===== config.mk =====
export PLATFORM = sky130hd
export DESIGN_NAME = scanapp_top
export DESIGN_NICKNAME = d
export VERILOG_FILES = /design/src/rtl/scanapp_pkg.sv /design/src/rtl/scanapp_cut.sv /design/src/rtl/scanapp_patrom.sv /design/src/rtl/scanapp_fsm.sv /design/src/rtl/scanapp_top.sv
export SDC_FILE = /design/constraint.sdc
export NUM_CORES = 1
export LEC_CHECK = 0
export ABC_AREA = 1
export ABC_CLOCK_PERIOD_IN_PS = 2700
export BUFFER_PORTS_ARGS = -buffer_cell sky130_fd_sc_hd__clkbuf_2
export CAP_MARGIN = 0
export CORE_ASPECT_RATIO = 0.5
export CORE_MARGIN = 1.5
export CORE_UTILIZATION = 25
export DETAILED_ROUTE_END_ITERATION = 12
export PLACE_DENSITY = 0.39
export SYNTH_ARGS = -nofsm -noshare
export SYNTH_HDL_FRONTEND = slang
export SYNTH_SLANG_ARGS = --single-unit

===== constraint.sdc =====
create_clock -name clk -period 2.7 [get_ports clk]
set_input_delay 0.135 -clock clk [delete_from_list [all_inputs] [get_ports clk]]
set_output_delay 0.135 -clock clk [all_outputs]
set_load 0.05 [all_outputs]

===== src/rtl/scanapp_pkg.sv =====
`timescale 1ns/1ps
package scanapp_pkg;

    typedef enum logic [3:0] {
        ST_IDLE,
        ST_LOAD,
        ST_FORCE,
        ST_MEASURE,
        ST_CAPTURE,
        ST_SHIFT,
        ST_UNLOAD,
        ST_RESP,
        ST_FIN
    } seq_state_t;

endpackage


===== src/rtl/scanapp_cut.sv =====
`timescale 1ns/1ps
// Example circuit under test: CHAIN_LEN mux-D scan flops with a small
// next-state and output logic cloud. No reset: contents are unknown until loaded.
module scanapp_cut #(
    parameter int CHAIN_LEN = 9,
    parameter int IO_W      = 4,
    parameter bit FAULT_EN  = 1'b0,
    parameter int FAULT_BIT = 0
) (
    input  logic            clk,
    input  logic            se,
    input  logic            si,
    input  logic            cap_en,
    input  logic [IO_W-1:0] pi,
    output logic            so,
    output logic [IO_W-1:0] po
);
    localparam logic [CHAIN_LEN-1:0] FMASK =
        FAULT_EN ? (CHAIN_LEN'(1) << FAULT_BIT) : '0;

    logic [CHAIN_LEN-1:0] ff_q;
    logic [CHAIN_LEN-1:0] nxt_raw;
    logic [CHAIN_LEN-1:0] nxt;

    for (genvar i = 0; i < CHAIN_LEN; i++) begin : g_next
        assign nxt_raw[i] = ff_q[(i + 1) % CHAIN_LEN]
                          ^ (ff_q[(i + 2) % CHAIN_LEN] & pi[i % IO_W]);
    end

    // optional stuck-at-0 on one functional input
    assign nxt = nxt_raw & ~FMASK;

    for (genvar j = 0; j < IO_W; j++) begin : g_out
        assign po[j] = (ff_q[j] & pi[j]) ^ ff_q[CHAIN_LEN-1-j];
    end

    always_ff @(posedge clk) begin
        if (se) begin
            ff_q <= {ff_q[CHAIN_LEN-2:0], si};
        end else if (cap_en) begin
            ff_q <= nxt;
        end
    end

    assign so = ff_q[CHAIN_LEN-1];

endmodule


===== src/rtl/scanapp_patrom.sv =====
`timescale 1ns/1ps
// Computed pattern store with fault-free expected values.
module scanapp_patrom #(
    parameter int CHAIN_LEN = 9,
    parameter int IO_W      = 4,
    parameter int NUM_PAT   = 2,
    parameter logic [CHAIN_LEN-1:0] PAT_A = 9'b100101011,
    parameter logic [CHAIN_LEN-1:0] PAT_B = 9'b111100111,
    localparam int IDX_W = (NUM_PAT > 1) ? $clog2(NUM_PAT) : 1
) (
    input  logic [IDX_W-1:0]     idx,
    output logic [CHAIN_LEN-1:0] pat_now,
    output logic [CHAIN_LEN-1:0] pat_next,
    output logic [IO_W-1:0]      pi_now,
    output logic [IO_W-1:0]      po_exp,
    output logic [CHAIN_LEN-1:0] rsp_exp
);
    function automatic logic [CHAIN_LEN-1:0] f_pat(input int k);
        logic [CHAIN_LEN-1:0] p;
        p = PAT_B;
        for (int j = 2; j < NUM_PAT; j++) begin
            if (j <= k) begin
                p = {p[CHAIN_LEN-2:0], p[CHAIN_LEN-1]} ^ CHAIN_LEN'(37 * j);
            end
        end
        return (k == 0) ? PAT_A : p;
    endfunction

    function automatic logic [IO_W-1:0] f_pi(input int k);
        return IO_W'(5 * k + 3);
    endfunction

    function automatic logic [CHAIN_LEN-1:0] f_nxt(input logic [CHAIN_LEN-1:0] s,
                                                   input logic [IO_W-1:0] p);
        logic [CHAIN_LEN-1:0] r;
        for (int i = 0; i < CHAIN_LEN; i++) begin
            r[i] = s[(i + 1) % CHAIN_LEN] ^ (s[(i + 2) % CHAIN_LEN] & p[i % IO_W]);
        end
        return r;
    endfunction

    function automatic logic [IO_W-1:0] f_po(input logic [CHAIN_LEN-1:0] s,
                                             input logic [IO_W-1:0] p);
        logic [IO_W-1:0] r;
        for (int j = 0; j < IO_W; j++) begin
            r[j] = (s[j] & p[j]) ^ s[CHAIN_LEN-1-j];
        end
        return r;
    endfunction

    logic [CHAIN_LEN-1:0] pat_tab [NUM_PAT];
    logic [IO_W-1:0]      pi_tab  [NUM_PAT];
    logic [IO_W-1:0]      po_tab  [NUM_PAT];
    logic [CHAIN_LEN-1:0] rsp_tab [NUM_PAT];

    for (genvar k = 0; k < NUM_PAT; k++) begin : g_tab
        assign pat_tab[k] = f_pat(k);
        assign pi_tab[k]  = f_pi(k);
        assign po_tab[k]  = f_po(f_pat(k), f_pi(k));
        assign rsp_tab[k] = f_nxt(f_pat(k), f_pi(k));
    end

    logic [IDX_W-1:0] nidx;
    assign nidx = (idx == IDX_W'(NUM_PAT - 1)) ? idx : idx + IDX_W'(1);

    assign pat_now  = pat_tab[idx];
    assign pat_next = pat_tab[nidx];
    assign pi_now   = pi_tab[idx];
    assign po_exp   = po_tab[idx];
    assign rsp_exp  = rsp_tab[idx];

endmodule


===== src/rtl/scanapp_fsm.sv =====
`timescale 1ns/1ps
// Sequencer: load, force, measure, capture, overlapped unload/load, compare.
module scanapp_fsm
    import scanapp_pkg::*;
#(
    parameter int CHAIN_LEN = 9,
    parameter int IO_W      = 4,
    parameter int NUM_PAT   = 2,
    localparam int IDX_W = (NUM_PAT > 1) ? $clog2(NUM_PAT) : 1,
    localparam int CNT_W = $clog2(CHAIN_LEN)
) (
    input  logic                 clk,
    input  logic                 rst_n,
    input  logic                 start,
    input  logic                 cut_so,
    input  logic [IO_W-1:0]      cut_po,
    input  logic [CHAIN_LEN-1:0] pat_now,
    input  logic [CHAIN_LEN-1:0] pat_next,
    input  logic [IO_W-1:0]      pi_now,
    input  logic [IO_W-1:0]      po_exp,
    input  logic [CHAIN_LEN-1:0] rsp_exp,
    output logic                 scan_en,
    output logic                 scan_in,
    output logic                 cap_en,
    output logic [IO_W-1:0]      pi_drv,
    output logic [IDX_W-1:0]     idx,
    output logic                 done,
    output logic                 fail,
    output logic [IDX_W-1:0]     fail_idx
);
    seq_state_t st, st_n;

    logic [CNT_W-1:0]     cnt;
    logic [CNT_W-1:0]     bit_sel;
    logic [CHAIN_LEN-1:0] rsp;
    logic                 last_bit;
    logic                 last_pat;
    logic                 launch;
    logic                 mis;

    assign last_bit = (cnt == CNT_W'(CHAIN_LEN - 1));
    assign last_pat = (idx == IDX_W'(NUM_PAT - 1));
    assign launch   = ((st == ST_IDLE) || (st == ST_FIN)) && start;
    assign bit_sel  = CNT_W'(CHAIN_LEN - 1) - cnt;

    // state register
    always_ff @(posedge clk or negedge rst_n) begin
        if (!rst_n) begin
            st <= ST_IDLE;
        end else begin
            st <= st_n;
        end
    end

    // transitions
    always_comb begin
        st_n = st;
        unique case (st)
            ST_IDLE, ST_FIN:     if (start) st_n = ST_LOAD;
            ST_LOAD:             if (last_bit) st_n = ST_FORCE;
            ST_FORCE:            st_n = ST_MEASURE;
            ST_MEASURE:          st_n = ST_CAPTURE;
            ST_CAPTURE:          st_n = last_pat ? ST_UNLOAD : ST_SHIFT;
            ST_SHIFT, ST_UNLOAD: if (last_bit) st_n = ST_RESP;
            ST_RESP:             st_n = last_pat ? ST_FIN : ST_FORCE;
            default:             st_n = ST_IDLE;
        endcase
    end

    // Moore outputs
    always_comb begin
        scan_en = 1'b0;
        scan_in = 1'b0;
        cap_en  = 1'b0;
        pi_drv  = '0;
        done    = 1'b0;
        unique case (st)
            ST_LOAD: begin
                scan_en = 1'b1;
                scan_in = pat_now[bit_sel];
            end
            ST_SHIFT: begin
                scan_en = 1'b1;
                scan_in = pat_next[bit_sel];
            end
            ST_UNLOAD: begin
                scan_en = 1'b1;
            end
            ST_FORCE, ST_MEASURE: begin
                pi_drv = pi_now;
            end
            ST_CAPTURE: begin
                pi_drv = pi_now;
                cap_en = 1'b1;
            end
            ST_FIN: begin
                done = 1'b1;
            end
            default: begin
            end
        endcase
    end

    assign mis = ((st == ST_MEASURE) && (cut_po != po_exp))
              || ((st == ST_RESP) && (rsp != rsp_exp));

    // datapath: shift counter, response collector, index, verdict
    always_ff @(posedge clk or negedge rst_n) begin
        if (!rst_n) begin
            cnt      <= '0;
            rsp      <= '0;
            idx      <= '0;
            fail     <= 1'b0;
            fail_idx <= '0;
        end else begin
            if (scan_en) begin
                cnt <= last_bit ? '0 : cnt + CNT_W'(1);
                rsp <= {rsp[CHAIN_LEN-2:0], cut_so};
            end else begin
                cnt <= '0;
            end
            if (launch) begin
                idx      <= '0;
                fail     <= 1'b0;
                fail_idx <= '0;
            end else begin
                if ((st == ST_RESP) && !last_pat) begin
                    idx <= idx + IDX_W'(1);
                end
                if (mis && !fail) begin
                    fail     <= 1'b1;
                    fail_idx <= idx;
                end
            end
        end
    end

endmodule


===== src/rtl/scanapp_top.sv =====
`timescale 1ns/1ps
module scanapp_top #(
    parameter int CHAIN_LEN = 9,
    parameter int IO_W      = 4,
    parameter int NUM_PAT   = 2,
    parameter logic [CHAIN_LEN-1:0] PAT_A = 9'b100101011,
    parameter logic [CHAIN_LEN-1:0] PAT_B = 9'b111100111,
    parameter bit FAULT_EN  = 1'b0,
    parameter int FAULT_BIT = 0,
    localparam int IDX_W = (NUM_PAT > 1) ? $clog2(NUM_PAT) : 1
) (
    input  logic             clk,
    input  logic             rst_n,
    input  logic             start,
    output logic             done,
    output logic             pass,
    output logic             fail,
    output logic [IDX_W-1:0] fail_idx,
    output logic [IDX_W-1:0] pat_cnt,
    output logic             scan_en,
    output logic             scan_in,
    output logic             scan_out,
    output logic             cap_en,
    output logic [IO_W-1:0]  cut_pi,
    output logic [IO_W-1:0]  cut_po
);
    logic [CHAIN_LEN-1:0] pat_now, pat_next, rsp_exp;
    logic [IO_W-1:0]      pi_now, po_exp;

    scanapp_patrom #(
        .CHAIN_LEN(CHAIN_LEN), .IO_W(IO_W), .NUM_PAT(NUM_PAT),
        .PAT_A(PAT_A), .PAT_B(PAT_B)
    ) u_rom (
        .idx      (pat_cnt),
        .pat_now  (pat_now),
        .pat_next (pat_next),
        .pi_now   (pi_now),
        .po_exp   (po_exp),
        .rsp_exp  (rsp_exp)
    );

    scanapp_fsm #(
        .CHAIN_LEN(CHAIN_LEN), .IO_W(IO_W), .NUM_PAT(NUM_PAT)
    ) u_fsm (
        .clk      (clk),
        .rst_n    (rst_n),
        .start    (start),
        .cut_so   (scan_out),
        .cut_po   (cut_po),
        .pat_now  (pat_now),
        .pat_next (pat_next),
        .pi_now   (pi_now),
        .po_exp   (po_exp),
        .rsp_exp  (rsp_exp),
        .scan_en  (scan_en),
        .scan_in  (scan_in),
        .cap_en   (cap_en),
        .pi_drv   (cut_pi),
        .idx      (pat_cnt),
        .done     (done),
        .fail     (fail),
        .fail_idx (fail_idx)
    );

    scanapp_cut #(
        .CHAIN_LEN(CHAIN_LEN), .IO_W(IO_W),
        .FAULT_EN(FAULT_EN), .FAULT_BIT(FAULT_BIT)
    ) u_cut (
        .clk    (clk),
        .se     (scan_en),
        .si     (scan_in),
        .cap_en (cap_en),
        .pi     (cut_pi),
        .so     (scan_out),
        .po     (cut_po)
    );

    assign pass = done & ~fail;

endmodule


Word-level counts from Yosys, hierarchy flattened:

Cells that the tools add are included.

* $lt $le $gt $ge: 3
* multiply operators: 0
* reduce and logical (&&, ||, !) cells: 18
* bitwise logic cells: 30
* shifts and indexed selects: 0
* equality and inequality tests: 14
* add/sub/neg operators: 3
* divide/modulo/power cells: 0
* multiplexer cells: 41

Operators with widths (number)
* $mux 9: 9
* $mux 4: 12
* $pmux 4 s7: 1
* $eq 4x3->1 const B: 4
* $mux 8: 2
* $and 1x1->1: 14
* $xor 1x1->1: 13
* $mux 1: 12
* $ne 9x9->1: 1
* $bmux 1 s4: 2
* $eq 4x2->1 const B: 2
* $eq 4x4->1 const B: 2
* $reduce_bool 2->1: 3
* $reduce_or 3->1: 2
* $logic_and 1x1->1: 5
* $lt 4x5->1 const B: 1
* $add 4x1->4 const B: 1
* $eq 4x1->1 const B: 1
* $ge 2x2->1 const B: 2
* $logic_not 4->1: 1
* $ne 2x1->1 const B: 2
* $ne 4x4->1: 1
* $not 1->2: 2
* $reduce_or 2->1: 2
* other kinds (10): 12

* bits of input ports: 3
* RAM bits: 0
* bits in registers: 29
* bits in read-only memories: 0
* bits in latches: 0
* output and inout bits: 17
* word-level logic and storage cells: 116
* memories kept: 0

Depth between registers and ports, before layout:

* depth in word-level cells: 13
* depth in mapped cells: 15
* mapped depth without buffers: 15

Cells and area by module:

Synthesis repeated with hierarchy kept, for this count alone.

* cells, all modules: 315
* area total of the unflattened synthesis: 2270.9 um2

Modules (own cells, without submodules)
* scanapp_fsm: instances 1, cells an instance 193, area each 1393.8 um2, sequential area each 500.5 um2
* scanapp_cut: instances 1, cells an instance 83, area each 600.6 um2, sequential area each 270.3 um2
* scanapp_patrom: instances 1, cells an instance 37, area each 266.5 um2, sequential area each 0.0 um2
* scanapp_top: instances 1, cells an instance 2, area each 10.0 um2, sequential area each 0.0 um2

Worst setup path before layout:

No wires, ideal clock.

* path kind: register -> register
* start: register u_fsm.cnt[0]
* end: register u_cut.ff_q[0], data pin
* slack: 0.086 ns
* library setup time: 0.142 ns
* data arrival time: 2.472 ns
* buffers on the path: 0
* stages on the path, launching flop included: 11
* period minus slack after synthesis: 2.614 ns
* required time: 2.558 ns
* cell sequence: dfrtp_1 -> inv_1 -> ha_1 -> ha_1 -> inv_1 -> or2_2 -> o211ai_1 -> nand4_1 -> a21oi_1 -> nor2_1 -> nor2_1

* word-level cells in the longest chain between the ends: 5
* elaborated cells between the ends (all ways): 7
* those cells by class: 1 x add/sub; 6 x mux

RTL lines
* start: declaration: RTL line scanapp_fsm.sv:33 `logic [CNT_W-1:0] cnt;`
* start signal: assignment: RTL line scanapp_fsm.sv:117 `cnt <= last_bit ? '0 : cnt + CNT_W'(1);`
* $sub 4x4->4 (*): RTL line scanapp_fsm.sv:44 `assign bit_sel = CNT_W'(CHAIN_LEN - 1) - cnt;`
* $bmux 1 s4 (on tied branches): RTL line scanapp_fsm.sv:84, scanapp_fsm.sv:80
* $mux 1 (on tied branches): RTL line scanapp_fsm.sv:84, scanapp_fsm.sv:80
* $pmux 1 s2 (*): RTL line scanapp_fsm.sv:77 `unique case (st)`
* named net scan_in: RTL line scanapp_top.sv:21 `output logic scan_in,`
* $mux 9 (*): RTL line scanapp_cut.sv:38 `if (se) begin`
* end signal: assignment: RTL line scanapp_cut.sv:39 `ff_q <= {ff_q[CHAIN_LEN-2:0], si};`
* end signal: assignment: RTL line scanapp_cut.sv:41 `ff_q <= nxt;`
* end: declaration: RTL line scanapp_cut.sv:21 `logic [CHAIN_LEN-1:0] ff_q;`

Mark *: on every way through the listed nets, which the timed path passes. The rest lies on a longest branch. The select of a mux whose other input is x is not followed.
A chain may end at the register's enable or synchronous reset.

Worst setup path in the final report:

* start: register u_fsm.cnt[0]
* end: output scan_in

* word-level cells in the longest chain between the ends: 4
* elaborated cells between the ends (all ways): 6
* those cells by class: 1 x add/sub; 5 x mux

RTL lines (RTL line)
* $sub 4x4->4 (*): scanapp_fsm.sv:44
* $bmux 1 s4 (on tied branches): scanapp_fsm.sv:84, scanapp_fsm.sv:80
* $mux 1 (on tied branches): scanapp_fsm.sv:84, scanapp_fsm.sv:80
* $pmux 1 s2 (*): scanapp_fsm.sv:77
* end: declaration: scanapp_top.sv:21

Every way passes the cells marked *; elsewhere a longest branch is shown, timed or not. The select of a mux whose other input is x is not followed.

==> impl_results.md <==
* Largest net degree at the start of global routing at 28
* Max Root-Sink Buffers at 2
* Net count, final at around 240
* Cell area after synthesis at 1730 µm²
* Slew Limit Fails at 0
* Port Buf Inserts at 18
* CP endpoint kind: output port
* Period utilization at about nine tenths
* First-pass GRT wire length at approximately 6.6 mm
* Critical-path cell list: inv_1, ha_1, ha_1, inv_1, or2_2, o211ai_1, nand4_1, a21oi_1, clkbuf_4
* Drt first-iter violations at 49
* Antenna violations before repair at 0
* Ratio of cells with drive above 1 in the final layout at 20.2%
* Clock period minus final worst setup slack at about 2500 ps
* RSZ-0062 raised after global routing: no
* Syn Nets at 219
* Final setup viols at 0
* I/O pins at 20
* #FFs+latches synth at 29
* Fill count at 763
* Tot GR Track Use at 11.9%
* Vias in the first global route at 1352
* Row count at 21
* Via/cell ratio at ~4.3
* Fmax at between 400 and 500 MHz
* Hold_ws at 206 ps
* Post-synthesis instance total at 212
* Syn avg cell area at 8.14 µm²
* CTS root buffer: clkbuf_16
* Critical path class: reg -> out
* GPL Wtd Cong at 0.735
* Arr. time, crit path at 2330 ps
* Full die area at 7440 µm²
* WL per Instance at 12.5 µm
* CTS clk-pin slew, worst paths at roughly 50 ps
* Max-cap check violation count at 0
* Clk_lat worst skew at around 270 ps
* Drt pass-1 iters at 4
* YS warnings at 0
* Die W at roughly 120 µm
* Fin util at 30.7%
* CTS tree: built
* Asr flop ratio synth at 69.0%
* Dpl hpwl at approximately 3 mm
* Starting density of the core at 25.9%
* CORE AREA at 6670 µm²
* Vias at 1412
* Worst-Margin Slew at approximately 540 ps
* Max stage delay cell, worst path: dfrtp_1
* Cell variety after synth at 32
* Setup TNS at 0 ps
* Startpoint types: flip-flop
* Sequential area share after synthesis at about 45%
* Area grow syn2layout at 18.7%
* Post-synth EDFFs at 9
* Worst EP required at 2570 ps
* Fin. Hold Viols at 0
* Status: completed
* Total Routed Length at 4.06 mm
* Die Y-Extent at 61.7 µm
* DRC violations left at 0
* Worst path max stage delay at 460 ps
* Crit-path leading delay family: adder cells
* H-tree depth at 2
* Buf/Inv on CP at 3
* Clock sink count at 29
* CTS Buf Count at 5
* Most used flip-flop cell after synthesis: dfrtp_1
* Crit-path max FO at 7
* Final Skew at between 4 and 5 ps
* Worst Hold Class: in -> reg
* Final ANT Viol Nets at 0
* Ant. Diodes at 0
* Worst slew margin at 63.9%
* Congestion Overflow GR at 0
-- flip-flops by register name, indices dropped and copies added (netlist names) --
signal / cells
u_cut.ff_q: 9
u_fsm.idx: 1
u_fsm.fail_idx: 1
u_fsm.rsp: 9
u_fsm.st: 4
u_fsm.cnt: 4
u_fsm.fail: 1
-- placed cells by master, fill, tap and decap left out --
master / Yosys / layout
a21oi_1: 4 / 4
buf_4: 4 / 2
clkbuf_1: 0 / 3
clkbuf_16: 0 / 5
clkbuf_2: 0 / 17
clkbuf_4: 0 / 1
conb_1: 1 / 1
dfrtp_1: 20 / 20
dlygate4sd3_1: 0 / 1
edfxtp_1: 9 / 9
ha_1: 4 / 4
inv_1: 25 / 25
inv_2: 6 / 6
nand2_1: 47 / 47
nand2_2: 4 / 4
nand2_4: 1 / 1
nand3_1: 7 / 7
nand3_2: 3 / 3
nand4_1: 6 / 6
nor2_1: 16 / 16
nor2_2: 3 / 3
nor2_4: 1 / 1
nor3_1: 2 / 2
nor3_2: 1 / 1
nor4_1: 1 / 1
o2111ai_1: 1 / 1
o211ai_1: 3 / 3
o21a_1: 1 / 1
o21ai_0: 6 / 6
o21ai_1: 18 / 17
o21ai_2: 0 / 1
o21bai_1: 1 / 1
o22ai_1: 1 / 1
or2_2: 1 / 1
xnor2_1: 2 / 2
xor2_1: 8 / 8
xor2_2: 1 / 1
-- cell usage after synthesis (all sizes together), types with 2 or more instances --
cell type,instances,area share (%)
inv,31,6.7
buf,8,2.9
nand4,6,2.2
ha,4,2.9
nand3,10,3.8
o211ai,3,1.3
nor2,20,5.2
o21ai,24,7.0
dfrtp,20,29
nor3,3,1.2
edfxtp,9,16
nand2,52,12
a21oi,4,1.2
xnor2,2,1.0
xor2,9,5.0
-- final timing paths --
kind	startpoint	to	slack, ps	cells after the start
max in group asynchronous	rst_n	u_fsm.rsp[2]	1960	2
min in group asynchronous	rst_n	u_fsm.rsp[0]	380	2
max	u_fsm.cnt[0]	scan_in	230	9
min reg2reg	u_fsm.rsp[5]	u_fsm.rsp[6]	480	2
min	start	u_fsm.fail	210	4
max reg2reg	u_fsm.cnt[0]	u_cut.ff_q[0]	630	10
-- per-layer routing --
metal	routed length (µm)	GRT usage, %	vias up
met5	0	0	-
met3	103	3.01	5
met1	2230	16.1	661
met4	49	4.87	0
li1	-	-	730
met2	1680	18.8	16
-- final cells by class --
class                      instances  area (µm²)  area share [%]
sequential                        29         771            37.6
multi-input combinational        144         792            38.7
tap                               92         115            5.62
timing repair buffer              21         118            5.74
clock buffer                       8         136            6.66
inverter                          31         116            5.68
-- logic make-up (layout without fill, tap and decap cells) --
kind of cell	after synthesis	in the layout	synth area share, %
buf+inv	39	60	9.64
xor+xnor	11	11	6.02
compound gates	35	35	11.2
simple gates	93	93	25.4
flops	29	29	44.7
other cells	1	1	0.217
fa+ha+maj	4	4	2.90
-- worst reg2reg max path, cell delays in order, from the launching register on --
cell	delay, ps
dfrtp_1	460
inv_1	90
ha_1	230
ha_1	300
inv_1	60
or2_2	270
o211ai_1	90
nand4_1	90
a21oi_1	200
nor2_1	60
nor2_1	80
-- what timing repair did --
action	CTS	global route
endpoints found under the hold margin	20	0
gates resized for setup	0	2
setup buffers	0	0
hold buffers	1	0
setup endpoints to repair	0	1
-- stage by stage --
step | worst slack (ps) | cells | instance area (µm²)
2_1_floorplan | 86.2 | 212 | 1730
3_3_place_gp | 542 | 316 | 1900
3_5_place_dp | 458 | 316 | 1900
4_1_cts | 166 | 325 | 2050
5_1_grt | 9.50 | 325 | 2050
6_report | 233 | 325 | 2050
Power is left out: the tool's default activity adds up to more than one toggle a clock period on the data nets, which glitch-free logic cannot reach.
